--- src/rtl/scb_pkg.sv ---
package scb_pkg;
  localparam int CHAR_BITS   = 7;
  localparam int STAGE_COUNT = 3;
  localparam int FRAME_BITS  = 10;
  localparam int HOP_COUNT   = STAGE_COUNT - 1;
  localparam int STOP_POS    = FRAME_BITS - 2;
  localparam int PHASE_W     = $clog2(FRAME_BITS);
  localparam int PULSE_W     = $clog2(CHAR_BITS + 1);

  typedef logic [CHAR_BITS-1:0] char_t;

  typedef struct packed {
    logic                 rxShift;
    logic                 rxBit;
    logic [HOP_COUNT-1:0] hopShift;
  } strobe_t;
endpackage

--- src/rtl/scb_control.sv ---
module scb_control
  import scb_pkg::*;
(
  input  logic                   clk,
  input  logic                   rstN,
  input  logic                   bitTick,
  input  logic                   fastTick,
  input  logic                   rxLine,
  input  logic                   slotReady,
  output strobe_t                strobes,
  output logic [STAGE_COUNT-1:0] fullQ,
  output logic                   overrunQ,
  output logic                   frameErrQ
);
  localparam logic [PHASE_W-1:0] LAST_DATA  = PHASE_W'(CHAR_BITS - 1);
  localparam logic [PHASE_W-1:0] STOP_AT    = PHASE_W'(STOP_POS);
  localparam logic [PULSE_W-1:0] LAST_PULSE = PULSE_W'(CHAR_BITS - 1);

  logic               rxBusy;
  logic               rxDrop;
  logic [PHASE_W-1:0] rxPhase;
  logic               rxDataPhase;
  logic               rxDone;
  logic [HOP_COUNT-1:0] hopActive;
  logic [HOP_COUNT-1:0] hopDone;

  // Line sampler: start detect, data phase, pad, stop
  assign rxDataPhase = rxBusy && !rxDrop && (rxPhase <= LAST_DATA);
  assign rxDone      = bitTick && rxDataPhase && (rxPhase == LAST_DATA);

  always_comb begin
    strobes.rxShift  = bitTick && rxDataPhase;
    strobes.rxBit    = rxLine;
    strobes.hopShift = hopActive & {HOP_COUNT{fastTick}};
  end

  always_ff @(posedge clk) begin
    if (!rstN) begin
      rxBusy    <= 1'b0;
      rxDrop    <= 1'b0;
      rxPhase   <= '0;
      overrunQ  <= 1'b0;
      frameErrQ <= 1'b0;
    end else begin
      overrunQ  <= 1'b0;
      frameErrQ <= 1'b0;
      if (bitTick) begin
        if (!rxBusy) begin
          if (!rxLine) begin
            rxBusy   <= 1'b1;
            rxPhase  <= '0;
            rxDrop   <= fullQ[0];
            overrunQ <= fullQ[0];
          end
        end else if (rxPhase == STOP_AT) begin
          rxBusy    <= 1'b0;
          frameErrQ <= !rxLine;
        end else begin
          rxPhase <= rxPhase + 1'b1;
        end
      end
    end
  end

  // an overrun pulse only follows a start bit seen with the head stage full
  a_r7_overrun_needs_full: assert property (@(posedge clk) disable iff (!rstN)
    overrunQ |-> ($past(fullQ[0]) && $past(bitTick) && !$past(rxLine)));

  // a framing pulse only follows a low sample on a bit strobe
  a_r8_frame_low_stop: assert property (@(posedge clk) disable iff (!rstN)
    frameErrQ |-> ($past(bitTick) && !$past(rxLine) && $past(rxBusy)));

  // Hop sequencers, one per stage boundary
  for (genvar h = 0; h < HOP_COUNT; h++) begin : gHop
    logic               active;
    logic               startHop;
    logic [PULSE_W-1:0] pulseCnt;

    assign startHop     = !active && fullQ[h] && !fullQ[h+1];
    assign hopActive[h] = active;
    assign hopDone[h]   = active && fastTick && (pulseCnt == LAST_PULSE);

    always_ff @(posedge clk) begin
      if (!rstN) begin
        active   <= 1'b0;
        pulseCnt <= '0;
      end else if (startHop) begin
        active   <= 1'b1;
        pulseCnt <= '0;
      end else if (active && fastTick) begin
        if (pulseCnt == LAST_PULSE) begin
          active <= 1'b0;
        end else begin
          pulseCnt <= pulseCnt + 1'b1;
        end
      end
    end

    // a running hop always has a full source and an empty destination
    a_r4_hop_gate: assert property (@(posedge clk) disable iff (!rstN)
      active |-> (fullQ[h] && !fullQ[h+1]));

    // the destination fills in the same clock as the source empties
    a_r4_hop_handover: assert property (@(posedge clk) disable iff (!rstN)
      $rose(fullQ[h+1]) |-> $fell(fullQ[h]));
  end

  // Occupancy flags
  for (genvar s = 0; s < STAGE_COUNT; s++) begin : gFlag
    logic flag;
    logic setFlag;
    logic clrFlag;

    if (s == 0) begin : gHead
      assign setFlag = rxDone;
    end else begin : gInner
      assign setFlag = hopDone[s-1];
    end

    if (s == STAGE_COUNT - 1) begin : gTail
      assign clrFlag = flag && slotReady;
    end else begin : gPass
      assign clrFlag = hopDone[s];
    end

    always_ff @(posedge clk) begin
      if (!rstN) begin
        flag <= 1'b0;
      end else if (setFlag) begin
        flag <= 1'b1;
      end else if (clrFlag) begin
        flag <= 1'b0;
      end
    end

    assign fullQ[s] = flag;
  end

  // the tail only empties when the downstream slot took it
  a_r6_take_needs_slot: assert property (@(posedge clk) disable iff (!rstN)
    $fell(fullQ[STAGE_COUNT-1]) |-> $past(slotReady));
endmodule

--- src/rtl/scb_datapath.sv ---
module scb_datapath
  import scb_pkg::*;
(
  input  logic    clk,
  input  logic    rstN,
  input  strobe_t strobes,
  output char_t   headCode
);
  char_t stageQ [STAGE_COUNT];

  for (genvar s = 0; s < STAGE_COUNT; s++) begin : gStage
    char_t q;
    logic  load;
    logic  inBit;

    if (s == 0) begin : gEntry
      assign load  = strobes.rxShift || strobes.hopShift[0];
      assign inBit = strobes.rxShift ? strobes.rxBit : 1'b0;
    end else if (s == STAGE_COUNT - 1) begin : gExit
      assign load  = strobes.hopShift[s-1];
      assign inBit = stageQ[s-1][0];
    end else begin : gMid
      assign load  = strobes.hopShift[s-1] || strobes.hopShift[s];
      assign inBit = strobes.hopShift[s-1] ? stageQ[s-1][0] : 1'b0;
    end

    always_ff @(posedge clk) begin
      if (!rstN) begin
        q <= '0;
      end else if (load) begin
        q <= {inBit, q[CHAR_BITS-1:1]};
      end
    end

    assign stageQ[s] = q;
  end

  assign headCode = stageQ[STAGE_COUNT-1];

  // line capture never collides with a burst out of the entry stage
  a_r5_entry_exclusive: assert property (@(posedge clk) disable iff (!rstN)
    !(strobes.rxShift && strobes.hopShift[0]));

  for (genvar h = 0; h + 1 < HOP_COUNT; h++) begin : gNoClash
    // adjacent hops never share a stage in the same cycle
    a_r4_adjacent_exclusive: assert property (@(posedge clk) disable iff (!rstN)
      !(strobes.hopShift[h] && strobes.hopShift[h+1]));
  end
endmodule

--- src/rtl/serial_char_buffer.sv ---
module serial_char_buffer
  import scb_pkg::*;
(
  input  logic                 clk,
  input  logic                 rstN,
  input  logic                 bitTick,
  input  logic                 fastTick,
  input  logic                 rxLine,
  input  logic                 slotReady,
  output logic                 codeValid,
  output logic [CHAR_BITS-1:0] entryCode,
  output logic                 overrun,
  output logic                 frameErr
);
  strobe_t                strobes;
  logic [STAGE_COUNT-1:0] fullQ;
  char_t                  headCode;

  scb_control uCtrl (
    .clk       (clk),
    .rstN      (rstN),
    .bitTick   (bitTick),
    .fastTick  (fastTick),
    .rxLine    (rxLine),
    .slotReady (slotReady),
    .strobes   (strobes),
    .fullQ     (fullQ),
    .overrunQ  (overrun),
    .frameErrQ (frameErr)
  );

  scb_datapath uData (
    .clk      (clk),
    .rstN     (rstN),
    .strobes  (strobes),
    .headCode (headCode)
  );

  assign codeValid = fullQ[STAGE_COUNT-1];
  assign entryCode = headCode;

  // a code waiting for its slot does not change
  a_r6_hold_stable: assert property (@(posedge clk) disable iff (!rstN)
    (codeValid && !slotReady) |=> $stable(entryCode));

  // nothing is pending or flagged in the first cycle after reset
  a_r9_reset_clean: assert property (@(posedge clk)
    !$past(rstN) |-> (!codeValid && !overrun && !frameErr));
endmodule

--- config.mk ---
export PLATFORM = sky130hd
export DESIGN_NAME = serial_char_buffer
export DESIGN_NICKNAME = d
export VERILOG_FILES = /design/src/rtl/scb_pkg.sv /design/src/rtl/scb_control.sv /design/src/rtl/scb_datapath.sv /design/src/rtl/serial_char_buffer.sv
export SDC_FILE = /design/constraint.sdc
export NUM_CORES = 1
export LEC_CHECK = 0
export BUFFER_PORTS_ARGS = -buffer_cell sky130_fd_sc_hd__buf_2
export CAP_MARGIN = 30
export CORE_MARGIN = 5
export CORE_UTILIZATION = 52
export CTS_BUF_LIST = sky130_fd_sc_hd__clkbuf_16
export CTS_CLUSTER_DIAMETER = 30
export DETAILED_ROUTE_END_ITERATION = 10
export GPL_TIMING_DRIVEN = 0
export PLACE_DENSITY = 0.79
export REMOVE_ABC_BUFFERS = 1
export SYNTH_ARGS = -nofsm -noshare
export SYNTH_HDL_FRONTEND = slang
export SYNTH_SLANG_ARGS = --single-unit
--- constraint.sdc ---
create_clock -name clk -period 1.4 [get_ports clk]
set_input_delay 0 -clock clk [delete_from_list [all_inputs] [get_ports clk]]
set_output_delay 0 -clock clk [all_outputs]
set_load 0.02 [all_outputs]
==> results by group, run 1 <==
Run status
  • Failing checks: negative setup slack
  • Status: finished with violations

Floorplanning
  • Initial Util: 0.527
  • Row Count: 21
  • Die X: 67.7 um
  • IO Pins: 16
  • Die area: 4580 um2
  • Core Region: 3280 um2
  • Die Y: 67.7 um

Flow run
  • Max-cap violations: 0

Setup path
  • FF-to-FF Start: uCtrl.rxPhase[0]
  • Worst EP required: 1.61 ns
  • Worst Path Class, Setup: reg2reg
  • R2R cell count: 5
  • R2r setup slk: -0.0007 ns
  • CP arrival: 1.61 ns
  • Critical Path Source Type: flop
  • RR Endpoint: uData.gStage[0].q[2]
  • Largest fanout on the critical path: 6
  • Worst Setup End Kind: flop

Detailed routing
  • WL/cell: 12.8 um
  • Post-DR vias/cell: 5.41
  • 1st-iter DRT viols: 91
  • Drt drc: 0
  • TritonRoute pass-1 iters: 4
  • Final ANT Viol Nets: 0
  • Vias: 1,358
  • Final WL: 3200 um

Global routing
  • Global-route usage over all layers: 0.152
  • Antenna violations before repair: 0
  • First-pass GRT wire length: 5180 um
  • Number of global-route vias before repair: 1,172
  • Total gr overflow: 0
  • Pin count of the biggest net entering global routing: 24

Yosys
  • Yosys reg bits: 40
  • XOR/XNOR Fraction of Synth Area: 0
  • Sequential area share after synthesis: 0.463
  • Post-synth EDFFs: 0
  • Mux share of post-synthesis cell area: 0.0926
  • Syn. warnings: 0
  • Yosys cell types: 38
  • Post-Synth Simple-Gate Area: 0.229
  • Synthesized area per cell: 9.30 um2
  • Main combinational cell family by area after synthesis: simple AND/OR/NAND/NOR gates
  • Post-synthesis compound-gate area fraction: 0.127
  • Synthesized cell area: 1730 um2
  • Cells after Synth: 186
  • Ys async rst share: 0
  • Synth Area in Adders: 0.0506
  • Most used DFF post-synth: dfxtp_1

Timing
  • Clock skew: 0.00539 ns
  • RSZ-0062 raised after global routing: yes
  • Count of final setup violators: 1
  • Ratio of final minimum period to clock period: 1.00
  • Period minus WS final: 1.40 ns
  • Hold Fails Final Rpt: 0
  • PnR worst setup slack: -0.000750 ns
  • Pins Over Slew Limit: 0
  • FMAX: 714 MHz
  • Worst Tran Pin Value: 0.692 ns
  • Hold Slack: 0.0168 ns
  • Worst slew margin: 0.538

Clock tree
  • Clock slew at reported path FFs: 0.06 ns
  • Max clock buf depth: 2
  • CTS root buf: clkbuf_16
  • H-tree lvl count: 2
  • Count of clock tree sinks: 40
  • Skew-Pair Late Insertion Delay: 0.28 ns
  • TritonCTS buffer count: 5
  • TritonCTS clock tree: built

Final layout
  • N_diodes: 0
  • Fillers: 270
  • Nets: 217
  • Design Area, Final: 2100 um2
  • Most frequent cells in the layout: dfxtp_1 (37), nand2_1 (27), mux2i_1 (16), buf_2 (15), a21oi_1 (14)
  • Sequential cell area: 810 um2
  • Multi-input combinational cell area: 921 um2
  • Most common cell after layout, fill and taps aside: dfxtp_1
  • Area Overhead vs Synth: 21.5%
  • Ratio of cells with drive above 1 in the final layout: 0.220

Power and ir drop
  • Leakage: 0.864 nW
  • Max VDD drop: 0.516 mV
  • Pwr dens: 1210 nW/um2

Placed design
  • RePlAce Congestion: 0.769
  • Dpl hpwl: 2050 um
  • Placement Setup Slack: -0.185 ns
  • Placed instance area: 1830 um2
  • Port Buf Inserts: 15

Worst hold path
  • Min-Delay Path Class: in2reg
  • Hold EP: uCtrl.frameErrQ
  • HP Start: bitTick
  • Hold Path Depth: 3
==> state kept, by name, indices dropped and copies added (netlist names) <==
signal               flops
uData.gStage.q          14
uData.headCode           7
uCtrl.gHop.pulseCnt      6
uCtrl.rxPhase            4
uCtrl.gFlag.flag         3
uCtrl.gHop.active        2
uCtrl.frameErrQ          1
uCtrl.overrunQ           1
uCtrl.rxBusy             1
uCtrl.rxDrop             1
==> cells in the mapped netlist, types with 2 or more instances <==
| library cell | number | share of area |
|---|---|---|
| dfxtp_1 | 40 | 0.46 |
| clkbuf_1 | 3 | 0.0065 |
| o21ai_0 | 6 | 0.017 |
| a32oi_1 | 2 | 0.010 |
| nor3_1 | 3 | 0.0087 |
| nand3b_1 | 5 | 0.022 |
| ha_1 | 7 | 0.051 |
| buf_2 | 5 | 0.014 |
| mux2i_1 | 16 | 0.093 |
| or3_1 | 2 | 0.0072 |
| a21oi_1 | 16 | 0.046 |
| nor2_1 | 9 | 0.020 |
| nand2_1 | 27 | 0.059 |
| nand4_1 | 3 | 0.011 |
| nand2b_1 | 4 | 0.014 |
| inv_1 | 8 | 0.017 |
| and4b_1 | 2 | 0.012 |
| nand3_1 | 5 | 0.014 |
| and2_1 | 3 | 0.011 |
| nor2b_1 | 2 | 0.0072 |
==> timing repair <==
item | in CTS | in global routing
gates cloned | 0 | 0
hold endpoints to repair | 3 | 0
pin swaps | 2 | 6
setup endpoints to repair | 10 | 12
hold buffers | 2 | 0
gates resized for setup | 10 | 11
setup buffers | 2 | 0
==> layout make-up <==
cell class	instances	share of cell area
clock buffers	5	0.0595
multi-input cells	130	0.438
flip-flops and latches	40	0.385
repair buffers	19	0.0524
inverters	8	0.0155
clock inverters	3	0.0220
well taps	46	0.0274
==> power breakdown <==
group          internal, W  switching, W  total [W]
registers          0.00114    0.00000708    0.00115
logic            0.0000318     0.0000570  0.0000888
clock network     0.000846      0.000458    0.00130
==> metal layers <==
layer,part of all wire,vias to the layer above,global-route usage
met4,0.0059,0,0.0608
met1,0.49,651,0.192
met5,0,-,0
met3,0.030,4,0.0549
li1,-,689,-
met2,0.47,14,0.233
==> logic make-up after synthesis <==
kind of cell / count (synthesis)
and+or+nand+nor: 73
DFF: 40
AOI/OAI and AO/OA: 34
buffers and inverters: 16
muxes: 16
adders and majority gates: 7
==> worst max-delay path by stage <==
stage,start,endpoint,depth (start not counted)
3_5_place_dp,uCtrl.rxPhase[0],uData.gStage[0].q[0],5
5_1_grt,uCtrl.rxPhase[0],uData.gStage[0].q[5],5
4_1_cts,uCtrl.rxPhase[0],uData.gStage[0].q[1],5
6_report,uCtrl.rxPhase[0],uData.gStage[0].q[2],5
3_3_place_gp,uCtrl.rxPhase[0],uData.gStage[0].q[3],5
2_1_floorplan,uCtrl.rxPhase[0],uData.gStage[0].q[0],5
==> per-stage QoR <==
step / util / cells / TNS (ns) / total power [W]
detailed placement: 0.556 / 239 / -1.52 / 0.00125
finish: 0.640 / 251 / -0.000750 / 0.00254
CTS: 0.626 / 251 / -0.0559 / 0.00255
floorplan: - / 178 / -0.115 / 0.00122
global placement: 0.556 / 239 / -1.28 / 0.00125
global route: 0.640 / 251 / -0.556 / 0.00262
==> critical path: stages (launching register included) <==
cell,delay (ns)
dfxtp_4,0.36
inv_4,0.04
ha_4,0.15
nand3b_1,0.24
a21boi_4,0.32
mux2i_1,0.22
Power figures use the tool's default switching activity.
==> run 2: changes to the inputs <==
--- a/config.mk
+++ b/config.mk
@@ -7,13 +7,12 @@
 export LEC_CHECK = 0
 export BUFFER_PORTS_ARGS = -buffer_cell sky130_fd_sc_hd__buf_2
 export CAP_MARGIN = 30
-export CORE_MARGIN = 5
-export CORE_UTILIZATION = 52
+export CORE_UTILIZATION = 30
 export CTS_BUF_LIST = sky130_fd_sc_hd__clkbuf_16
 export CTS_CLUSTER_DIAMETER = 30
 export DETAILED_ROUTE_END_ITERATION = 10
 export GPL_TIMING_DRIVEN = 0
-export PLACE_DENSITY = 0.79
+export PLACE_DENSITY = 0.51
 export REMOVE_ABC_BUFFERS = 1
 export SYNTH_ARGS = -nofsm -noshare
 export SYNTH_HDL_FRONTEND = slang
==> constraint.sdc (replaced) <==
create_clock -name clk -period 1.6 [get_ports clk]
set_input_delay 0 -clock clk [delete_from_list [all_inputs] [get_ports clk]]
set_output_delay 0 -clock clk [all_outputs]
set_load 0.02 [all_outputs]
==> run 2 against run 1 <==
The flow now finishes without violations. Die area grew 33%. Setup slack gained 0.11 ns. Largest cell class unchanged. Wire length shrank 1.0%. Critical path type unchanged. Final area shrank 2.7%. Final cell count grew 9.6%. Clock-buffer cell count is the same. Power shrank 14%.
==> results by group, run 2 (same netlist as run 1, synthesis figures left out) <==
Timing
  • Count of final setup violators: 0 (was 1)
  • Worst Tran Pin Value: 0.711 ns (was 0.692 ns)
  • Worst slew margin: 0.526 (was 0.538)
  • Ratio of final minimum period to clock period: 0.935 (was 1.00)
  • Hold Fails Final Rpt: 0 (unchanged)
  • RSZ-0062 raised after global routing: no (was yes)
  • Setup TNS: 0 ns (was -0.000750 ns)
  • Period minus WS final: 1.50 ns (was 1.40 ns)
  • Pins Over Slew Limit: 0 (unchanged)
  • FMAX: 669 MHz (was 714 MHz)
  • Clock skew: 0.00214 ns (was 0.00539 ns)

Final layout
  • Final std cells w/o fill: 275 (was 251)
  • Top reg by flops: uData.gStage.q (unchanged)
  • N_diodes: 0 (unchanged)
  • Ratio of cells with drive above 1 in the final layout: 0.138 (was 0.220)
  • Nets: 215 (was 217)
  • Most common cell after layout, fill and taps aside: dfxtp_1 (unchanged)
  • Most frequent cells in the layout: dfxtp_1 (39), nand2_1 (27), a21oi_1 (16), mux2i_1 (16), buf_2 (15) (was dfxtp_1 (37), nand2_1 (27), mux2i_1 (16), buf_2 (15), a21oi_1 (14))
  • Max FFs per register: 14 (unchanged)
  • Area Overhead vs Synth: 18.1% (was 21.5%)

Setup path
  • Worst EP required: 1.81 ns (was 1.61 ns)
  • Critical Path Source Type: flop (unchanged)
  • Critical path capture point: uData.gStage[0].q[2] (unchanged)
  • Worst Path Class, Setup: reg2reg (unchanged)
  • FF-to-FF Start: uCtrl.rxPhase[0] (unchanged)
  • R2r setup slk: 0.10 ns (was -0.0007 ns)
  • Critical Path Source: uCtrl.rxPhase[0] (unchanged)
  • CP arrival: 1.70 ns (was 1.61 ns)
  • Largest fanout on the critical path: 6 (unchanged)
  • RR Endpoint: uData.gStage[0].q[2] (unchanged)
  • Worst Setup End Kind: flop (unchanged)
  • R2R cell count: 5 (unchanged)

Clock tree
  • TritonCTS clock tree: built (unchanged)
  • Count of clock tree sinks: 40 (unchanged)
  • Postcts setup bufs: 0 (was 2)
  • Max clock buf depth: 2 (unchanged)
  • TritonCTS buffer count: 5 (unchanged)
  • H-tree lvl count: 2 (unchanged)
  • Clock slew at reported path FFs: 0.06 ns (about the same)
  • Skew-Pair Late Insertion Delay: 0.28 ns (about the same)
  • CTS root buf: clkbuf_16 (unchanged)

Power and ir drop
  • Seq pwr share: 0.462 (was 0.451)
  • Max VDD drop: 0.607 mV (was 0.516 mV)
  • Clock Power Share: 0.506 (was 0.514)
  • Switching share of power: 0.196 (was 0.206)
  • Leakage: 0.852 nW (was 0.864 nW)
  • Pwr dens: 1070 nW/um2 (was 1210 nW/um2)
  • Pint: 0.00175 W (was 0.00202 W)
  • Combinational Power Share: 0.032 (was 0.035)
  • Sw Pwr: 0.000427 W (was 0.000523 W)

Detailed routing
  • Drt drc: 0 (unchanged)
  • Final WL: 3170 um (was 3200 um)
  • Final ANT Viol Nets: 0 (unchanged)
  • Post-DR vias/cell: 4.81 (was 5.41)
  • TritonRoute pass-1 iters: 4 (unchanged)
  • 1st-iter DRT viols: 84 (was 91)
  • WL/cell: 11.5 um (was 12.8 um)
  • Vias: 1,324 (was 1,358)

Worst hold path
  • Min-Delay Path Class: in2reg (unchanged)

Floorplanning
  • Die X: 77.9 um (was 67.7 um)
  • IO Pins: 16 (unchanged)
  • Core Region: 5540 um2 (was 3280 um2)
  • Die area: 6080 um2 (was 4580 um2)
  • Row Count: 27 (was 21)
  • Initial Util: 0.312 (was 0.527)
  • Die Y: 77.9 um (was 67.7 um)

Flow run
  • Max-cap violations: 0 (unchanged)

Placed design
  • Dpl hpwl: 2070 um (was 2050 um)
  • RePlAce Congestion: 0.735 (was 0.769)
  • Port Buf Inserts: 15 (unchanged)
  • Placed instance count: 265 (was 239)

Global routing
  • Total gr overflow: 0 (unchanged)
  • First-pass GRT wire length: 5580 um (was 5180 um)
  • Global-route usage over all layers: 0.117 (was 0.152)
  • Antenna violations before repair: 0 (unchanged)
  • Pin count of the biggest net entering global routing: 24 (unchanged)
  • Number of global-route vias before repair: 1,263 (was 1,172)

Run status
  • Status: finished, final reports clean (was finished with violations)
## run 2: cell types whose count changed in the layout (fill, tap and decap cells not counted), sizes merged
cell	before	now
clkinvlp	1	0
buf	17	15
clkinv	0	1
## run 2: power groups by stage
| stage | Sequential (W) | Combinational, W | Clock, W |
|---|---|---|---|
| floorplan | 0.00103 | 0.0000382 | 0 |
| global placement | 0.00103 | 0.0000668 | 0 |
| detailed placement | 0.00103 | 0.0000664 | 0 |
| CTS | 0.00101 | 0.0000703 | 0.00113 |
| global route | 0.00101 | 0.0000776 | 0.00116 |
| finish | 0.00101 | 0.0000693 | 0.00110 |
## run 2: worst min path at each step
stage,start,end,slack [ns],cells after the start
floorplan,rxLine,uCtrl.frameErrQ,0.08,1
global placement,rxLine,uCtrl.overrunQ,0.27,2
detailed placement,rxLine,uCtrl.overrunQ,0.27,2
CTS,bitTick,uCtrl.frameErrQ,0.02,3
global route,bitTick,uCtrl.frameErrQ,0.03,3
finish,bitTick,uCtrl.frameErrQ,0.02,3
## run 2: layout make-up
class,count,area [um2]
Sequential cell,40,802
Timing Repair Buffer,17,95.1
Inverter,8,30.0
Fill cell,613,3500
Clock buffer,5,125
Clock inverter,3,38.8
Multi-Input combinational cell,130,863
Tap cell,72,90.1
## run 2: critical path, cell delays in order (launching register included)
cell and delay [ns]:
dfxtp_2 0.37, inv_1 0.07, ha_1 0.20, nand3b_1 0.24
a21boi_4 0.31, mux2i_1 0.22
## run 2: per-stage QoR
step	util	hold slack (ns)	total power (W)	area [um2]	worst slack, ns
after floorplan	-	0.0759	0.00106	1690	0.181
after global placement	0.336	0.267	0.00109	1860	0.0102
after detailed placement	0.336	0.266	0.00109	1860	0.0318
after CTS	0.369	0.0161	0.00221	2040	0.00354
after global routing	0.369	0.0337	0.00225	2040	0.00361
final	0.369	0.0206	0.00218	2040	0.105
## run 2: repair_timing
| item | 4_1_cts | 5_1_grt |
|---|---|---|
| endpoints found under the setup margin | 0 | 9 |
| hold buffers | 2 | 0 |
| gates resized for setup | 0 | 1 |
| endpoints found under the hold margin | 3 | 0 |
## run 2: metal layers
layer / track usage / routed length, um / share of wire
met5: 0 / 0 / 0
met4: 0.0778 / 77 / 0.024
met3: 0.0247 / 102 / 0.032
met2: 0.179 / 1370 / 0.43
met1: 0.148 / 1620 / 0.51
